**src/rtl/page_cfg_pkg.sv**
```systemverilog
package page_cfg_pkg;
  localparam int unsigned KEY_BYTES = 4;
  localparam int unsigned KEY_BITS  = KEY_BYTES * 8;
  localparam int unsigned CNT_W     = $clog2(KEY_BITS + 2);
  // key byte 0 is shifted in first
  localparam logic [KEY_BYTES-1:0][7:0] KEY = {8'hA6, 8'h80, 8'h2A, 8'h3D};
  localparam int unsigned STS_READY = 7;
  localparam int unsigned STS_CFG   = 0;
  localparam logic [9:0] PAGE_STD = 10'd264;
  localparam logic [9:0] PAGE_BIN = 10'd256;
endpackage

```
**src/rtl/spi_edge_sync.sv**
```systemverilog
module spi_edge_sync (
  input  logic clk_i,
  input  logic rst_ni,
  input  logic cs_ni,
  input  logic sck_i,
  input  logic si_i,
  output logic cs_act_o,
  output logic cs_fall_o,
  output logic cs_rise_o,
  output logic sck_rise_o,
  output logic si_o
);
  localparam int unsigned STAGES = 2;
  // lanes: 0 cs, 1 sck, 2 si
  localparam logic [2:0] IDLE = 3'b001;

  logic [STAGES-1:0][2:0] sync_q;
  logic [2:0]             prev_q;
  logic [2:0]             cur;

  always_ff @(posedge clk_i or negedge rst_ni) begin
    if (!rst_ni) begin
      sync_q <= {STAGES{IDLE}};
      prev_q <= IDLE;
    end else begin
      sync_q <= {sync_q[STAGES-2:0], {si_i, sck_i, cs_ni}};
      prev_q <= sync_q[STAGES-1];
    end
  end

  assign cur        = sync_q[STAGES-1];
  assign cs_act_o   = ~cur[0];
  assign cs_fall_o  = prev_q[0] & ~cur[0];
  assign cs_rise_o  = ~prev_q[0] & cur[0];
  assign sck_rise_o = ~prev_q[1] & cur[1];
  assign si_o       = cur[2];
endmodule

```
**src/rtl/key_matcher.sv**
```systemverilog
module key_matcher
  import page_cfg_pkg::*;
(
  input  logic clk_i,
  input  logic rst_ni,
  input  logic cs_act_i,
  input  logic cs_fall_i,
  input  logic sck_rise_i,
  input  logic si_i,
  output logic key_ok_o
);
  localparam logic [CNT_W-1:0] FULL = CNT_W'(KEY_BITS);
  localparam logic [CNT_W-1:0] OVER = CNT_W'(KEY_BITS + 1);

  logic [CNT_W-1:0] cnt_q;
  logic [7:0]       shift_q;
  logic             miss_q;
  logic [7:0]       shift_d;

  assign shift_d = {shift_q[6:0], si_i};

  always_ff @(posedge clk_i or negedge rst_ni) begin
    if (!rst_ni) begin
      cnt_q   <= '0;
      shift_q <= '0;
      miss_q  <= 1'b0;
    end else if (cs_fall_i) begin
      cnt_q   <= '0;
      shift_q <= '0;
      miss_q  <= 1'b0;
    end else if (cs_act_i && sck_rise_i) begin
      shift_q <= shift_d;
      if (cnt_q != OVER) cnt_q <= cnt_q + 1'b1;
      if (cnt_q < FULL && cnt_q[2:0] == 3'd7 &&
          shift_d != KEY[cnt_q[CNT_W-1:3]])
        miss_q <= 1'b1;
    end
  end

  assign key_ok_o = (cnt_q == FULL) && !miss_q;


  cnt_sat_chk: assert property (@(posedge clk_i) disable iff (!rst_ni)
    cnt_q <= OVER);

  miss_sticky_chk: assert property (@(posedge clk_i) disable iff (!rst_ni)
    (miss_q && !cs_fall_i) |=> miss_q);
endmodule

```
**src/rtl/otp_cfg.sv**
```systemverilog
module otp_cfg
  import page_cfg_pkg::*;
#(
  parameter int unsigned BUSY_CYCLES = 40
) (
  input  logic clk_i,
  input  logic rst_ni,
  input  logic otp_clear_ni,
  input  logic cs_rise_i,
  input  logic key_ok_i,
  output logic busy_o,
  output logic otp_o,
  output logic active_o
);
  localparam int unsigned BW = $clog2(BUSY_CYCLES + 1);

  logic [BW-1:0] cnt_q;
  logic          busy_q;
  logic          otp_q;
  logic          active_q;
  logic          loaded_q;
  logic          start;
  logic          done;

  assign start = cs_rise_i && key_ok_i && !busy_q && !otp_q;
  assign done  = busy_q && (cnt_q == '0);

  always_ff @(posedge clk_i or negedge rst_ni) begin
    if (!rst_ni) begin
      busy_q <= 1'b0;
      cnt_q  <= '0;
    end else if (start) begin
      busy_q <= 1'b1;
      cnt_q  <= BW'(BUSY_CYCLES - 1);
    end else if (done) begin
      busy_q <= 1'b0;
    end else if (busy_q) begin
      cnt_q <= cnt_q - 1'b1;
    end
  end

  // nonvolatile bit: survives rst_ni
  always_ff @(posedge clk_i or negedge otp_clear_ni) begin
    if (!otp_clear_ni) otp_q <= 1'b0;
    else if (done && rst_ni) otp_q <= 1'b1;
  end

  // active page size latched once after power-up
  always_ff @(posedge clk_i or negedge rst_ni) begin
    if (!rst_ni) begin
      loaded_q <= 1'b0;
      active_q <= 1'b0;
    end else if (!loaded_q) begin
      loaded_q <= 1'b1;
      active_q <= otp_q;
    end
  end

  assign busy_o   = busy_q;
  assign otp_o    = otp_q;
  assign active_o = active_q;


  busy_start_chk: assert property (@(posedge clk_i) disable iff (!rst_ni)
    $rose(busy_q) |-> $past(cs_rise_i && key_ok_i));

  otp_hold_chk: assert property (@(posedge clk_i) disable iff (!otp_clear_ni)
    otp_q |=> otp_q);

  active_stable_chk: assert property (@(posedge clk_i) disable iff (!rst_ni)
    loaded_q |=> $stable(active_q));

  busy_done_chk: assert property (@(posedge clk_i) disable iff (!rst_ni || !otp_clear_ni)
    $fell(busy_q) |-> otp_q);

  no_reprog_chk: assert property (@(posedge clk_i) disable iff (!rst_ni)
    $rose(busy_q) |-> !otp_q);
endmodule

```
**src/rtl/page_cfg_unit.sv**
```systemverilog
module page_cfg_unit
  import page_cfg_pkg::*;
#(
  parameter int unsigned BUSY_CYCLES = 40
) (
  input  logic       clk_i,
  input  logic       rst_ni,
  input  logic       otp_clear_ni,
  input  logic       cs_ni,
  input  logic       sck_i,
  input  logic       si_i,
  output logic [7:0] status_o,
  output logic [9:0] page_size_o
);
  logic cs_act, cs_fall, cs_rise, sck_rise, si_s;
  logic key_ok, busy, otp, active;

  spi_edge_sync u_sync (
    .clk_i, .rst_ni, .cs_ni, .sck_i, .si_i,
    .cs_act_o(cs_act), .cs_fall_o(cs_fall), .cs_rise_o(cs_rise),
    .sck_rise_o(sck_rise), .si_o(si_s)
  );

  key_matcher u_match (
    .clk_i, .rst_ni, .cs_act_i(cs_act), .cs_fall_i(cs_fall),
    .sck_rise_i(sck_rise), .si_i(si_s), .key_ok_o(key_ok)
  );

  otp_cfg #(.BUSY_CYCLES(BUSY_CYCLES)) u_otp (
    .clk_i, .rst_ni, .otp_clear_ni, .cs_rise_i(cs_rise), .key_ok_i(key_ok),
    .busy_o(busy), .otp_o(otp), .active_o(active)
  );

  always_comb begin
    status_o            = '0;
    status_o[STS_READY] = ~busy;
    status_o[STS_CFG]   = otp;
  end

  assign page_size_o = active ? PAGE_BIN : PAGE_STD;


  status_rsvd_chk: assert property (@(posedge clk_i) disable iff (!rst_ni)
    status_o[6:1] == '0);
endmodule

```
**config.mk**
```make
export PLATFORM = sky130hd
export DESIGN_NAME = page_cfg_unit
export DESIGN_NICKNAME = d
export VERILOG_FILES = /design/src/rtl/page_cfg_pkg.sv /design/src/rtl/spi_edge_sync.sv /design/src/rtl/key_matcher.sv /design/src/rtl/otp_cfg.sv /design/src/rtl/page_cfg_unit.sv
export SDC_FILE = /design/constraint.sdc
export NUM_CORES = 1
export LEC_CHECK = 0
export BUFFER_PORTS_ARGS = -buffer_cell sky130_fd_sc_hd__buf_2
export CELL_PAD_IN_SITES_DETAIL_PLACEMENT = 0
export CELL_PAD_IN_SITES_GLOBAL_PLACEMENT = 1
export CORE_ASPECT_RATIO = 0.8
export CORE_MARGIN = 2
export CORE_UTILIZATION = 35
export CTS_BUF_LIST = sky130_fd_sc_hd__clkbuf_4 sky130_fd_sc_hd__clkbuf_8
export CTS_CLUSTER_SIZE = 30
export DETAILED_ROUTE_END_ITERATION = 12
export GPL_TIMING_DRIVEN = 0
export PLACE_DENSITY_LB_ADDON = 0.1
export SLEW_MARGIN = 20
export SYNTH_ARGS = -nofsm -noshare
export SYNTH_HDL_FRONTEND = slang
export SYNTH_SLANG_ARGS = --single-unit
```
**constraint.sdc**
```tcl
create_clock -name clk_i -period 3.19 [get_ports clk_i]
set_input_delay 0.638 -clock clk_i [delete_from_list [all_inputs] [get_ports clk_i]]
set_output_delay 0.638 -clock clk_i [all_outputs]
set_load 0.03 [all_outputs]
```
== Word level (Yosys, flattened, before mapping) ==
Cells that the tools add are included.

* Add/sub/neg operators: 2
* Magnitude comparators: 2
* Eq/ne operators: 5
* Muxes and demuxes: 16
* Bitwise operators: 7
* Reductions and logical operators: 21

{| class="wikitable"
|+ Operators by type and width
! cell !! number
|-
| $mux W6 || 6
|-
| $bmux W8 S2 || 1
|-
| $mux W7 || 2
|-
| $reduce_bool A2 Y1 || 5
|-
| $logic_and A1 B1 Y1 || 9
|-
| $mux W8 || 1
|-
| $ne A8 B8 Y1 || 1
|-
| $add A6 B1 Y6 const B || 1
|-
| $eq A6 B6 Y1 const B || 1
|-
| $logic_not A6 Y1 || 1
|-
| $lt A6 B6 Y1 const B || 1
|-
| $ne A6 B6 Y1 const B || 1
|-
| $reduce_and A2 Y1 || 3
|-
| $sub A6 B1 Y6 const B || 1
|-
| $mux W1 || 5
|-
| $mux W4 || 1
|-
| $not A1 Y1 || 4
|-
| $and A1 B1 Y1 || 3
|-
| $eq A3 B3 Y1 const B || 1
|-
| $logic_not A1 Y1 || 3
|-
| $lt A3 B3 Y1 const B || 1
|-
| $ne A2 B1 Y1 const B || 1
|}

* Bits in registers: 32
* Input port bits: 6
* Output and inout port bits: 18
* Logic and storage cells: 64

== Longest topological paths before layout ==
Gate-level depths: netlist (run 1).

* Word-level depth: 7
* Depth in mapped cells: 6
* Gate-level depth less buffers: 6

== Modules after synthesis ==
Synthesis (run 1) repeated with hierarchy kept, for this count alone.

* Cell total of the unflattened synthesis: 169
* Area total of the unflattened synthesis: 1700.4 um^2

{| class="wikitable"
|+ By module, submodules not included
! module !! times used !! cells each !! area an instance (um^2)
|-
| key_matcher || 1 || 90 || 818.3
|-
| otp_cfg || 1 || 47 || 518.0
|-
| spi_edge_sync || 1 || 12 || 229.0
|-
| page_cfg_unit || 1 || 20 || 135.1
|}

== Worst setup path before layout (run 1) ==
Ideal clock, no wire load.

* Path kind: register -> register
* From: reg u_match.cnt_q[3]
* To: reg u_otp.cnt_q[3]
* Setup time: 134 ps
* Arrival: 1291 ps
* Required time: 3056 ps
* Path slack: 1765 ps
* Cell stages (with the launch flop): 5
* Buffers on the path: 0
* Period minus slack after synthesis: 1425 ps
* Cells stage by stage: dfrtp_1 nor4b_1 nand4_1 nand2_1 mux2i_1

* Word-level cells in the longest chain between the ends: 7
* Elaborated cells on any way between the ends: 9
* Those cells by class: eq/ne: 2; mux: 1; reduce/logical: 6

{| class="wikitable"
|+ Ends and longest elaborated chain
! what !! line !! source
|-
| start: declaration || key_matcher.sv:15 || <nowiki>logic [CNT_W-1:0] cnt_q;</nowiki>
|-
| start signal: assignment || key_matcher.sv:33 || <nowiki>if (cnt_q != OVER) cnt_q <= cnt_q + 1'b1;</nowiki>
|-
| $eq A6 B6 Y1 (*) || key_matcher.sv:40 || <nowiki>assign key_ok_o = (cnt_q == FULL) && !miss_q;</nowiki>
|-
| $logic_and A1 B1 Y1 (*) || key_matcher.sv:40 ||
|-
| $logic_and A1 B1 Y1 (*) (3 in series) || otp_cfg.sv:25 || <nowiki>assign start = cs_rise_i && key_ok_i && !busy_q && !otp_q;</nowiki>
|-
| $ne A2 B1 Y1 (no source line) or $reduce_bool A2 Y1 (tied branches) || - ||
|-
| $reduce_and A2 Y1 (no source line) || - ||
|-
| end signal: assignment || otp_cfg.sv:34 || <nowiki>cnt_q <= BW'(BUSY_CYCLES - 1);</nowiki>
|-
| end signal: assignment || otp_cfg.sv:38 || <nowiki>cnt_q <= cnt_q - 1'b1;</nowiki>
|-
| end: declaration || otp_cfg.sv:17 || <nowiki>logic [BW-1:0] cnt_q;</nowiki>
|}

Every way passes the cells marked *; elsewhere a longest branch is shown, timed or not.
A chain may end at the register's enable or synchronous reset.

== Worst setup path in the final report (run 1) ==
* From: reg u_match.cnt_q[4]
* To: reg u_otp.cnt_q[3]

The elaborated chain is that of the path after synthesis.

==> impl_metrics.yaml, run 1 <==
run_status:
  outcome: "finished, final reports clean"
clock_network:
  clockRootBuffer: "clkbuf_8"
  clock_sink_count: 32
  cts_tree: "built"
  cts_resized: 0
  clock_path_buffers: 2
  path_clk_slew_ns: 0.07
  hold_buffers: 0
  cts_made_buffers: 5
  insertion_delay_ns: 0.28
  h-tree-depth: 2
  postCtsSetupBuffers: 0
sta:
  max_slew.worst_pin.slew_ns: 0.705
  fmax_mhz: 565
  setup_tns_ns: 0
  relSlewSlack_pct: 53.0
  setup_ws_ns: 1.42
  rsz0062_at_grt: "false"
  hold_viol_final: 0
  drv_slew: 0
  fin_skew_ns: 0.00666
  post-route-period-util_pct: 55.5
  period_minus_slack_ns: 1.77
  finalSetupViolCount: 0
  fin_hold_ws_ns: 0.115
grt:
  antenna_found_initial: 0
  use_met3_pct: 4.60
  use_met2_pct: 18.4
  grt_max_degree: 33
  grt_overflow_total: 0
  grt_use_met1_pct: 15.4
  grt_pass1_wl_um: 4630
  grt_usage_pct: 12.1
  top_usage_layer: "met2"
  grt_pass1_vias: 1022
synth:
  synth_mux_area_share_pct: 2.57
  synth_fa_ha_area_share_pct: 7.00
  synthTopCellsByArea: "dfrtp_1, buf_4, ha_1"
  synthDistinctLibCells: 38
  yosys.area.top_type: "dfrtp_1"
  syn_inst: 154
  yosys.area.top_type_share_pct: 45.1
  synth_edf_count: 0
  synth_warnings: 0
  synth_compound_area_share_pct: 5.68
  avgSynthCellArea_um2: 10.4
  yosysSeqAreaShare_pct: 50.0
  synth-seq-cells: 32
  synth_top_family_by_area: "simple AND/OR/NAND/NOR gates"
  syn_area_um2: 1610
  synth_flop_cell: "dfrtp_1"
  synthArstFlopShare_pct: 100
  synthSimpleGateAreaFrac_pct: 19.1
  synth_xor_area_share_pct: 4.35
detailed_routing:
  vias: 1052
  routed_wl_um: 2710
  avgViaCountPerCell: 4.31
  drtIter0Drc: 65
  antenna_left: 0
  drc_errors: 0
  firstDrtPassIters: 4
  wl_per_cell_um: 11.1
floorplan:
  pin_count: 24
  dieArea_um2: 5160
  initial_utilization_pct: 35.6
  placementRows: 22
  core_area_um2: 4510
  die_w_um: 79.8
  die_y_um: 64.6
placement:
  gp_congestion: 0.738
  portBuffers: 8
  pre_cts_slack_ns: 1.36
  placed_area_um2: 1780
  dpl.hpwl_um: 1910
setup_path:
  start_kind: "flip-flop"
  critPathArrivalTime_ns: 1.93
  critPathKind: "reg -> reg"
  max_stage_delay_ns: 0.56
  cp.required_ns: 3.35
  end_kind: "flip-flop"
  crit_fanout: 7
  crit_chain: "nor4b_1 > nand4_1 > nand2_1 > mux2i_1"
  cpMaxStageDelayCell: "nor4b_1"
cells_and_area:
  nets: 198
  drive_above_1_share_pct: 22.8
  syn2layout_area_growth_pct: 17.3
  finalInstanceArea_um2: 1890
  diodes: 0
power_and_ir_drop:
  power.leakage_uw: 0.000935
  power.total_uw: 887
  ir_worst_vdd_mv: 0.204
  power_density_nw_per_um2: 470
min_path:
  hold_path_class: "in -> async"
flow_run:
  drv_cap: 0
## Yosys cell counts, types with 2 or more instances
| master | number |
|---|---|
| dfrtp_1 | 29 |
| nand2_1 | 19 |
| buf_4 | 16 |
| ha_1 | 9 |
| inv_1 | 9 |
| nand3_1 | 8 |
| nor2_1 | 7 |
| xnor2_1 | 6 |
| a21oi_1 | 4 |
| nand3b_1 | 4 |
| nor4_1 | 4 |
| dfstp_2 | 3 |
| mux2i_1 | 3 |
| nand4_1 | 3 |
| o21ai_0 | 3 |
| conb_1 | 2 |
| nand2b_1 | 2 |
| nor3b_1 | 2 |
| xor2_1 | 2 |
## registers in the layout, summed over array words and instances (netlist names)
signal           count
u_match.shift_q      7
u_match.cnt_q        6
u_otp.cnt_q          6
u_sync.cur           3
u_sync.sync_q        3
u_sync.prev_q        2
u_match.miss_q       1
u_otp.active_o       1
u_otp.busy_o         1
u_otp.loaded_q       1
u_otp.otp_o          1
## stage by stage
stage	instances	util [%]
6_report	244	41.8
5_1_grt	244	41.8
4_1_cts	244	41.8
3_5_place_dp	236	39.4
3_3_place_gp	236	39.4
2_1_floorplan	168	-
## metal layers
metal / up-vias / part of all wire (%) / wire length (um)
met5: - / 0 / 0
met4: 0 / 1.2 / 33
met3: 4 / 5.4 / 145
met2: 25 / 45 / 1220
met1: 485 / 48 / 1310
li1: 538 / - / -
## cell families (layout without fill, tap and decap cells)
| family | Yosys count | after routing |
|---|---|---|
| flops | 32 | 32 |
| other cells | 2 | 16 |
| simple gates | 58 | 58 |
| buf+inv | 28 | 44 |
| compound gates | 13 | 13 |
| mux | 4 | 4 |
| fa+ha+maj | 9 | 9 |
| xor+xnor | 8 | 8 |
## where the power goes
group | leakage (uW) | total (uW) | switching [uW] | internal, uW
logic | 0.000455 | 76.2 | 48.9 | 27.4
registers | 0.000421 | 428 | 9.86 | 418
clock network | 0.0000586 | 382 | 142 | 240
total | 0.000935 | 887 | 201 | 686
## final timing paths
| check | startpoint | to | slack [ns] | cells past startpoint |
|---|---|---|---|---|
| max in group asynchronous | rst_ni | u_match.shift_q[0]$_DFFE_PN0P_ | 2.33 | 1 |
| worst max register to register | u_match.cnt_q[4]$_DFFE_PN0P_ | u_otp.cnt_q[3]$_DFFE_PN0P_ | 1.42 | 4 |
| worst min register to register | u_sync.sync_q[1]$_DFF_PN0_ | u_sync.cur[1]$_DFF_PN0_ | 0.35 | 0 |
| worst max-delay path | u_match.cnt_q[4]$_DFFE_PN0P_ | u_otp.cnt_q[3]$_DFFE_PN0P_ | 1.42 | 4 |
| min in group clk_i | u_sync.sync_q[1]$_DFF_PN0_ | u_sync.cur[1]$_DFF_PN0_ | 0.35 | 0 |
| worst min-delay path | otp_clear_ni | u_otp.otp_o$_DFFE_PN0P_ | 0.12 | 1 |
## cells in the final DEF, fill, tap and decap left out, types with 2 or more instances in the layout
master,instances
nor4_1,4
inv_1,9
nand3_1,8
nand2_1,19
conb_1,16
buf_4,16
nand2b_1,2
clkbuf_8,5
o21ai_0,3
nand3b_1,4
xnor2_1,6
buf_2,9
ha_1,9
nand4_1,3
xor2_1,2
dfstp_2,3
nor2_1,7
nor3b_1,2
mux2i_1,3
a21oi_1,4
dfrtp_1,29
## worst max-delay path: cells and delay by family (launching register included)
family | cells | cell delay, ns
multiplexers | 1 | 0.07
flip-flops | 1 | 0.45
AND/OR/NAND/NOR | 3 | 1.12
## cell type report
| class | instances | area [um^2] |
|---|---|---|
| tap | 60 | 75.1 |
| timing repair buffer | 8 | 40.0 |
| sequential | 32 | 805 |
| buffer | 19 | 140 |
| clock buffer | 6 | 76.3 |
| clock inverter | 2 | 35.0 |
| fill | 456 | 2630 |
| inverter | 9 | 33.8 |
| multi-input combinational | 108 | 683 |
Note: power is estimated with default switching activity, not from simulation.
==> run 2, diff against run 1 <==
--- a/config.mk
+++ b/config.mk
@@ -5,6 +5,7 @@
 export SDC_FILE = /design/constraint.sdc
 export NUM_CORES = 1
 export LEC_CHECK = 0
+export ABC_AREA = 1
 export BUFFER_PORTS_ARGS = -buffer_cell sky130_fd_sc_hd__buf_2
 export CELL_PAD_IN_SITES_DETAIL_PLACEMENT = 0
 export CELL_PAD_IN_SITES_GLOBAL_PLACEMENT = 1
==> constraint.sdc (replaced) <==
create_clock -name clk_i -period 1.5 [get_ports clk_i]
set_input_delay 0.3 -clock clk_i [delete_from_list [all_inputs] [get_ports clk_i]]
set_output_delay 0.3 -clock clk_i [all_outputs]
set_load 0.03 [all_outputs]
==> run 2 against run 1 <==
Largest power group unchanged. Clock power grew 110%. Sequential share of layout area shrank 5.4 points. Worst hold slack lost 0.053 ns. Combinational power grew to 4.3 times the previous value. Critical path depth grew 3. Clock-buffer cell count is the same. Clock skew shrank 0.0021 ns. Register-to-register slack lost 1.3 ns. First-iteration DRC count shrank 14%. Largest cell class is now multi-input combinational cells. Highest routed layer unchanged. Die area grew 9.4%.
==> impl_metrics.yaml, run 2 <==
run_status:
  outcome: "finished, final reports clean"
grt:
  grt_pass1_vias: 1277
  grt_usage_pct: 13.8
  grt_overflow_total: 0
  antenna_found_initial: 0
  grt_pass1_wl_um: 5940
  grt_max_degree: 33
synth:
  synth-seq-cells: 32
  post-synth-top-count-cell: "nand2_1"
  syn_inst: 194
  yosys.area.top_type: "dfrtp_1"
  synth_flop_cell: "dfrtp_1"
  syn_area_um2: 1770
  synth_warnings: 0
  synthArstFlopShare_pct: 100
  synthTopCellsByArea: "dfrtp_1, nand2_1, buf_4"
  synthTopCellsByCount: "nand2_1, dfrtp_1, inv_1"
  synth_edf_count: 0
  yosys.area.top_type_share_pct: 41.0
  yosysSeqAreaShare_pct: 45.5
  avgSynthCellArea_um2: 9.12
  synthDistinctLibCells: 30
sta:
  fin_hold_ws_ns: 0.0624
  post-route-period-util_pct: 95.3
  setup_tns_ns: 0
  fmax_mhz: 699
  period_minus_slack_ns: 1.43
  rsz0062_at_grt: "true"
  finalSetupViolCount: 0
  relSlewSlack_pct: 52.1
  drv_slew: 0
  hold_viol_final: 0
  fin_skew_ns: 0.00455
  max_slew.worst_pin.slew_ns: 0.718
clock_network:
  h-tree-depth: 2
  cts_made_buffers: 5
  clock_path_buffers: 2
  clock_sink_count: 32
  cts_tree: "built"
  clockRootBuffer: "clkbuf_8"
  insertion_delay_ns: 0.28
  path_clk_slew_ns: 0.07
cells_and_area:
  layout_commonest_cell: "nand2_1"
  regMostFlops: "u_match.shift_q"
  n_fill_cell: 504
  utilization_pct: 43.9
  multi_input_area_um2: 851
  largest_reg_flops: 7
  syn2layout_area_growth_pct: 22.7
  final_cell_mix: "nand2_1, dfrtp_1, inv_1, buf_4"
  top_regs: "u_match.shift_q x7, u_match.cnt_q x6, u_otp.cnt_q x6"
  drive_above_1_share_pct: 31.0
  diodes: 0
  seq_area_um2: 808
  nets: 246
min_path:
  hold_path_class: "in -> async"
setup_path:
  end_kind: "flip-flop"
  cp.required_ns: 1.68
  start_kind: "flip-flop"
  crit_buf_inv: 1
  max_stage_delay_ns: 0.45
  critical_path.top_delay_family: "simple AND/OR/NAND/NOR gates"
  critPathArrivalTime_ns: 1.61
  crit_fanout: 6
  critPathKind: "reg -> reg"
  crit_chain: "inv_2 > ha_4 > nand2_4 > nor3_4 > nand4_4 > nand3b_1 > nand2_1"
  cpMaxStageDelayCell: "dfrtp_2"
flow_run:
  drv_cap: 0
detailed_routing:
  firstDrtPassIters: 4
  antenna_left: 0
  drtIter0Drc: 56
  vias: 1326
  drc_errors: 0
  avgViaCountPerCell: 4.51
  wl_per_cell_um: 12.2
  routed_wl_um: 3580
power_and_ir_drop:
  power.leakage_uw: 0.00107
  ir_worst_vdd_mv: 0.471
  power_density_nw_per_um2: 963
  power.total_uw: 2090
floorplan:
  pin_count: 24
  placementRows: 23
  dieArea_um2: 5640
  core_area_um2: 4950
  initial_utilization_pct: 35.7
  die_y_um: 67.6
  die_w_um: 83.5
placement:
  gp_congestion: 0.760
  portBuffers: 8
  dpl.hpwl_um: 2530
## run 2: worst paths after layout
check | start | slack, ns | endpoint | cells past startpoint
max | u_match.cnt_q[0]$_DFFE_PN0P_ | 0.07 | u_otp.cnt_q[4]$_DFFE_PN0P_ | 7
min | rst_ni | 0.06 | u_otp.cnt_q[1]$_DFFE_PN0P_ | 1
max reg2reg | u_match.cnt_q[0]$_DFFE_PN0P_ | 0.07 | u_otp.cnt_q[4]$_DFFE_PN0P_ | 7
min reg2reg | u_sync.sync_q[1]$_DFF_PN0_ | 0.35 | u_sync.cur[1]$_DFF_PN0_ | 0
max in group asynchronous | rst_ni | 0.92 | u_match.cnt_q[4]$_DFFE_PN0P_ | 1
min in group clk_i | cs_ni | 0.11 | u_sync.sync_q[0]$_DFF_PN1_ | 1
## run 2: cells by family after synthesis
logic type                 after synthesis  share of synthesized area (%)
and+or+nand+nor                         82                           25.7
buffers and inverters                   44                           12.9
DFF                                     32                           45.5
AOI/OAI and AO/OA                       21                           7.14
adders and majority gates                9                           6.37
xor gates and xnor gates                 4                           1.98
other                                    2                          0.424
## run 2: timing repair
| item | CTS | global route |
|---|---|---|
| hold endpoints to repair | 1 | 0 |
| hold buffers | 1 | 0 |
| gates cloned | 0 | 1 |
| setup buffers | 0 | 6 |
| resized for setup | 1 | 12 |
| pin swaps | 0 | 7 |
| setup endpoints to repair | 1 | 6 |
## run 2: cell type report
| class | count | area share [%] |
|---|---|---|
| Clock inverter | 2 | 1.61 |
| Timing Repair Buffer | 15 | 4.38 |
| Inverter | 28 | 4.96 |
| Multi-Input combinational cell | 133 | 39.2 |
| Tap cell | 62 | 3.57 |
| Sequential cell | 32 | 37.2 |
| Buffer | 16 | 5.53 |
| Clock buffer | 6 | 3.52 |
## run 2: where the power goes
group          switching [uW]  internal, uW  leakage [uW]
Clock                     309           510     0.0000586
Combinational             194           134      0.000605
Sequential               39.3           904      0.000408
Total                     542          1550       0.00107
## run 2: routing by layer
metal | vias up | GRT usage [%] | share of wire, %
li1 | 660 | - | -
met1 | 627 | 18.2 | 51
met2 | 32 | 21.2 | 43
met3 | 7 | 3.79 | 4.9
met4 | 0 | 6.65 | 1.8
met5 | - | 0 | 0
## run 2: per-stage QoR
| step | area, um^2 | worst slack, ns | std cells |
|---|---|---|---|
| after floorplan | 1820 | 0.203 | 208 |
| after global placement | 1940 | 0.0230 | 278 |
| after detailed placement | 1940 | -0.00681 | 278 |
| after CTS | 2060 | 0.0318 | 287 |
| after global routing | 2170 | -0.0103 | 294 |
| final | 2170 | 0.0704 | 294 |
==> run 3, diff against run 2 <==
--- a/config.mk
+++ b/config.mk
@@ -17,6 +17,7 @@
 export DETAILED_ROUTE_END_ITERATION = 12
 export GPL_TIMING_DRIVEN = 0
 export PLACE_DENSITY_LB_ADDON = 0.1
+export SETUP_SLACK_MARGIN = 0.3
 export SLEW_MARGIN = 20
 export SYNTH_ARGS = -nofsm -noshare
 export SYNTH_HDL_FRONTEND = slang
==> run 3 against run 2 <==
Setup slack improved by 0.12 ns. Clock-buffer cell count increased by 2. Core utilization grew 5.0 points. Die area did not move. Sequential cell count unchanged. Wire length shrank 2.7%. Sequential power down 1%. Largest cell class unchanged.
==> impl_metrics.yaml, run 3 (synthesis results as in run 2) <==
placement:
  portBuffers: 8
  dpl.hpwl_um: 2400
  gp_congestion: 0.784
  pre_cts_slack_ns: 0.0463
  placed_area_um2: 1960
setup_path:
  crit_fanout: 5
  start_kind: "flip-flop"
  critPathLaunch: "u_match.cnt_q[0]$_DFFE_PN0P_"
  critPathArrivalTime_ns: 1.52
  reg2regPathDepth: 8
  crit_buf_inv: 1
  max_stage_delay_ns: 0.41
  rr_endpoint: "u_otp.cnt_q[5]$_DFFE_PN0P_"
  critPathKind: "reg -> reg"
  crit_chain: "inv_2 > ha_4 > nand2_4 > nor3_4 > nand4_4 > nand2_2 > nand2_1 > nand2_1"
  end_kind: "flip-flop"
  cpMaxStageDelayCell: "dfrtp_2"
  cp.required_ns: 1.72
  path_common_cell: "nand2_1"
  critical_path.top_delay_family: "simple AND/OR/NAND/NOR gates"
  r2r_setup_slack_ns: 0.19
  reg2reg_from: "u_match.cnt_q[0]$_DFFE_PN0P_"
grt:
  grt_max_degree: 33
  grt_overflow_total: 0
  grt_usage_pct: 13.3
  grt_pass1_wl_um: 5710
  grt_pass1_vias: 1270
  antenna_found_initial: 0
clock_network:
  clock_sink_count: 32
  cts_tree: "built"
  insertion_delay_ns: 0.28
  clockRootBuffer: "clkbuf_8"
  h-tree-depth: 2
  cts_made_buffers: 5
  path_clk_slew_ns: 0.07
  clock_path_buffers: 2
power_and_ir_drop:
  p_int_uw: 1510
  power.leakage_uw: 0.00117
  seq_power_share_pct: 45.2
  ir_worst_vdd_mv: 0.603
  power_density_nw_per_um2: 853
  combPwrFrac_pct: 18.9
  switching_share_pct: 26.8
  clkPwrFrac_pct: 35.8
  p_sw_uw: 554
detailed_routing:
  antenna_left: 0
  route.met2.wl_um: 1680
  avgViaCountPerCell: 4.55
  vias: 1401
  drc_errors: 0
  routed_wl_um: 3480
  drtIter0Drc: 52
  firstDrtPassIters: 4
  top_layer: "met4"
  route.met3.wl_um: 171
  routedLengthMet1_um: 1580
  wl_per_cell_um: 11.3
floorplan:
  pin_count: 24
  die_y_um: 67.6
  die_w_um: 83.5
  placementRows: 23
  core_area_um2: 4950
  dieArea_um2: 5640
  initial_utilization_pct: 35.7
sta:
  post-route-period-util_pct: 87.0
  finalSetupViolCount: 0
  hold_viol_final: 0
  rsz0062_at_grt: "true"
  relSlewSlack_pct: 51.8
  drv_slew: 0
  setup_ws_ns: 0.195
  max_slew.worst_pin.slew_ns: 0.723
  setup_tns_ns: 0
  fmax_mhz: 766
  period_minus_slack_ns: 1.31
  fin_skew_ns: 0.00629
cells_and_area:
  seq_area_um2: 810
  finalInstanceArea_um2: 2420
  top_regs: "u_match.shift_q x7, u_match.cnt_q x6, u_otp.cnt_q x6"
  n_fill_cell: 487
  drive_above_1_share_pct: 41.9
  diodes: 0
  regMostFlops: "u_match.shift_q"
  layout_commonest_cell: "nand2_1"
  final_cell_mix: "nand2_1, buf_4, dfrtp_1, conb_1"
  nets: 260
  largest_reg_flops: 7
  multi_input_area_um2: 935
  syn2layout_area_growth_pct: 36.8
run_status:
  outcome: "finished, final reports clean"
flow_run:
  drv_cap: 0
min_path:
  hold_path_class: "in -> async"
==> run 3: final cells by class <==
class	instances	area share, %
Multi-Input combinational cell	133	38.6
Sequential cell	32	33.5
Timing Repair Buffer	29	10.3
Buffer	16	5.12
Inverter	28	4.96
Clock buffer	8	4.29
Tap cell	62	3.21
==> run 3: how the worst max path moves through the flow <==
stage / endpoint / slack [ns] / cells after the start
floorplan: u_match.miss_q$_DFFE_PN0P_ / 0.24 / 9
global placement: u_match.miss_q$_DFFE_PN0P_ / 0.06 / 10
detailed placement: u_match.miss_q$_DFFE_PN0P_ / 0.05 / 10
CTS: u_otp.cnt_q[3]$_DFFE_PN0P_ / 0.14 / 7
global route: u_match.miss_q$_DFFE_PN0P_ / 0.09 / 9
finish: u_otp.cnt_q[5]$_DFFE_PN0P_ / 0.19 / 8
==> run 3: what timing repair did <==
item                                    in CTS  in global routing
pin swaps                                   15                  9
endpoints found under the setup margin      24                 25
setup buffers                               14                  6
resized for setup                           31                 22
cloned                                       1                  0
hold buffers                                 1                  0
hold endpoints to repair                     1                  0
==> run 3: metal layers <==
| layer | global-route usage [%] | up-vias |
|---|---|---|
| met5 | 0 | - |
| met4 | 6.05 | 0 |
| met3 | 3.79 | 5 |
| met2 | 23.2 | 30 |
| met1 | 15.5 | 674 |
| li1 | - | 692 |
==> run 3: through the flow <==
step                util [%]  std cells  total power (uW)  hold slack [ns]
floorplan                  -        208              1150          0.00441
global placement        39.5        278              1200           0.0749
detailed placement      39.5        278              1200           0.0768
CTS                     46.3        302              2090           0.0945
global route            48.9        308              2190            0.102
finish                  48.9        308              2060           0.0720
==> run 3: worst register-to-register path, cell delays in order (launching register included) <==
cell	delay (ns)
dfrtp_2	0.41
inv_2	0.07
ha_4	0.13
nand2_4	0.04
nor3_4	0.20
nand4_4	0.19
nand2_2	0.10
nand2_1	0.05
nand2_1	0.05
==> run 3: power by group through the flow <==
stage / registers (uW) / logic, uW / clock network, uW
detailed placement: 956 / 248 / 0
CTS: 930 / 383 / 774
floorplan: 947 / 198 / 0
global route: 938 / 427 / 824
global placement: 953 / 244 / 0
finish: 934 / 391 / 740
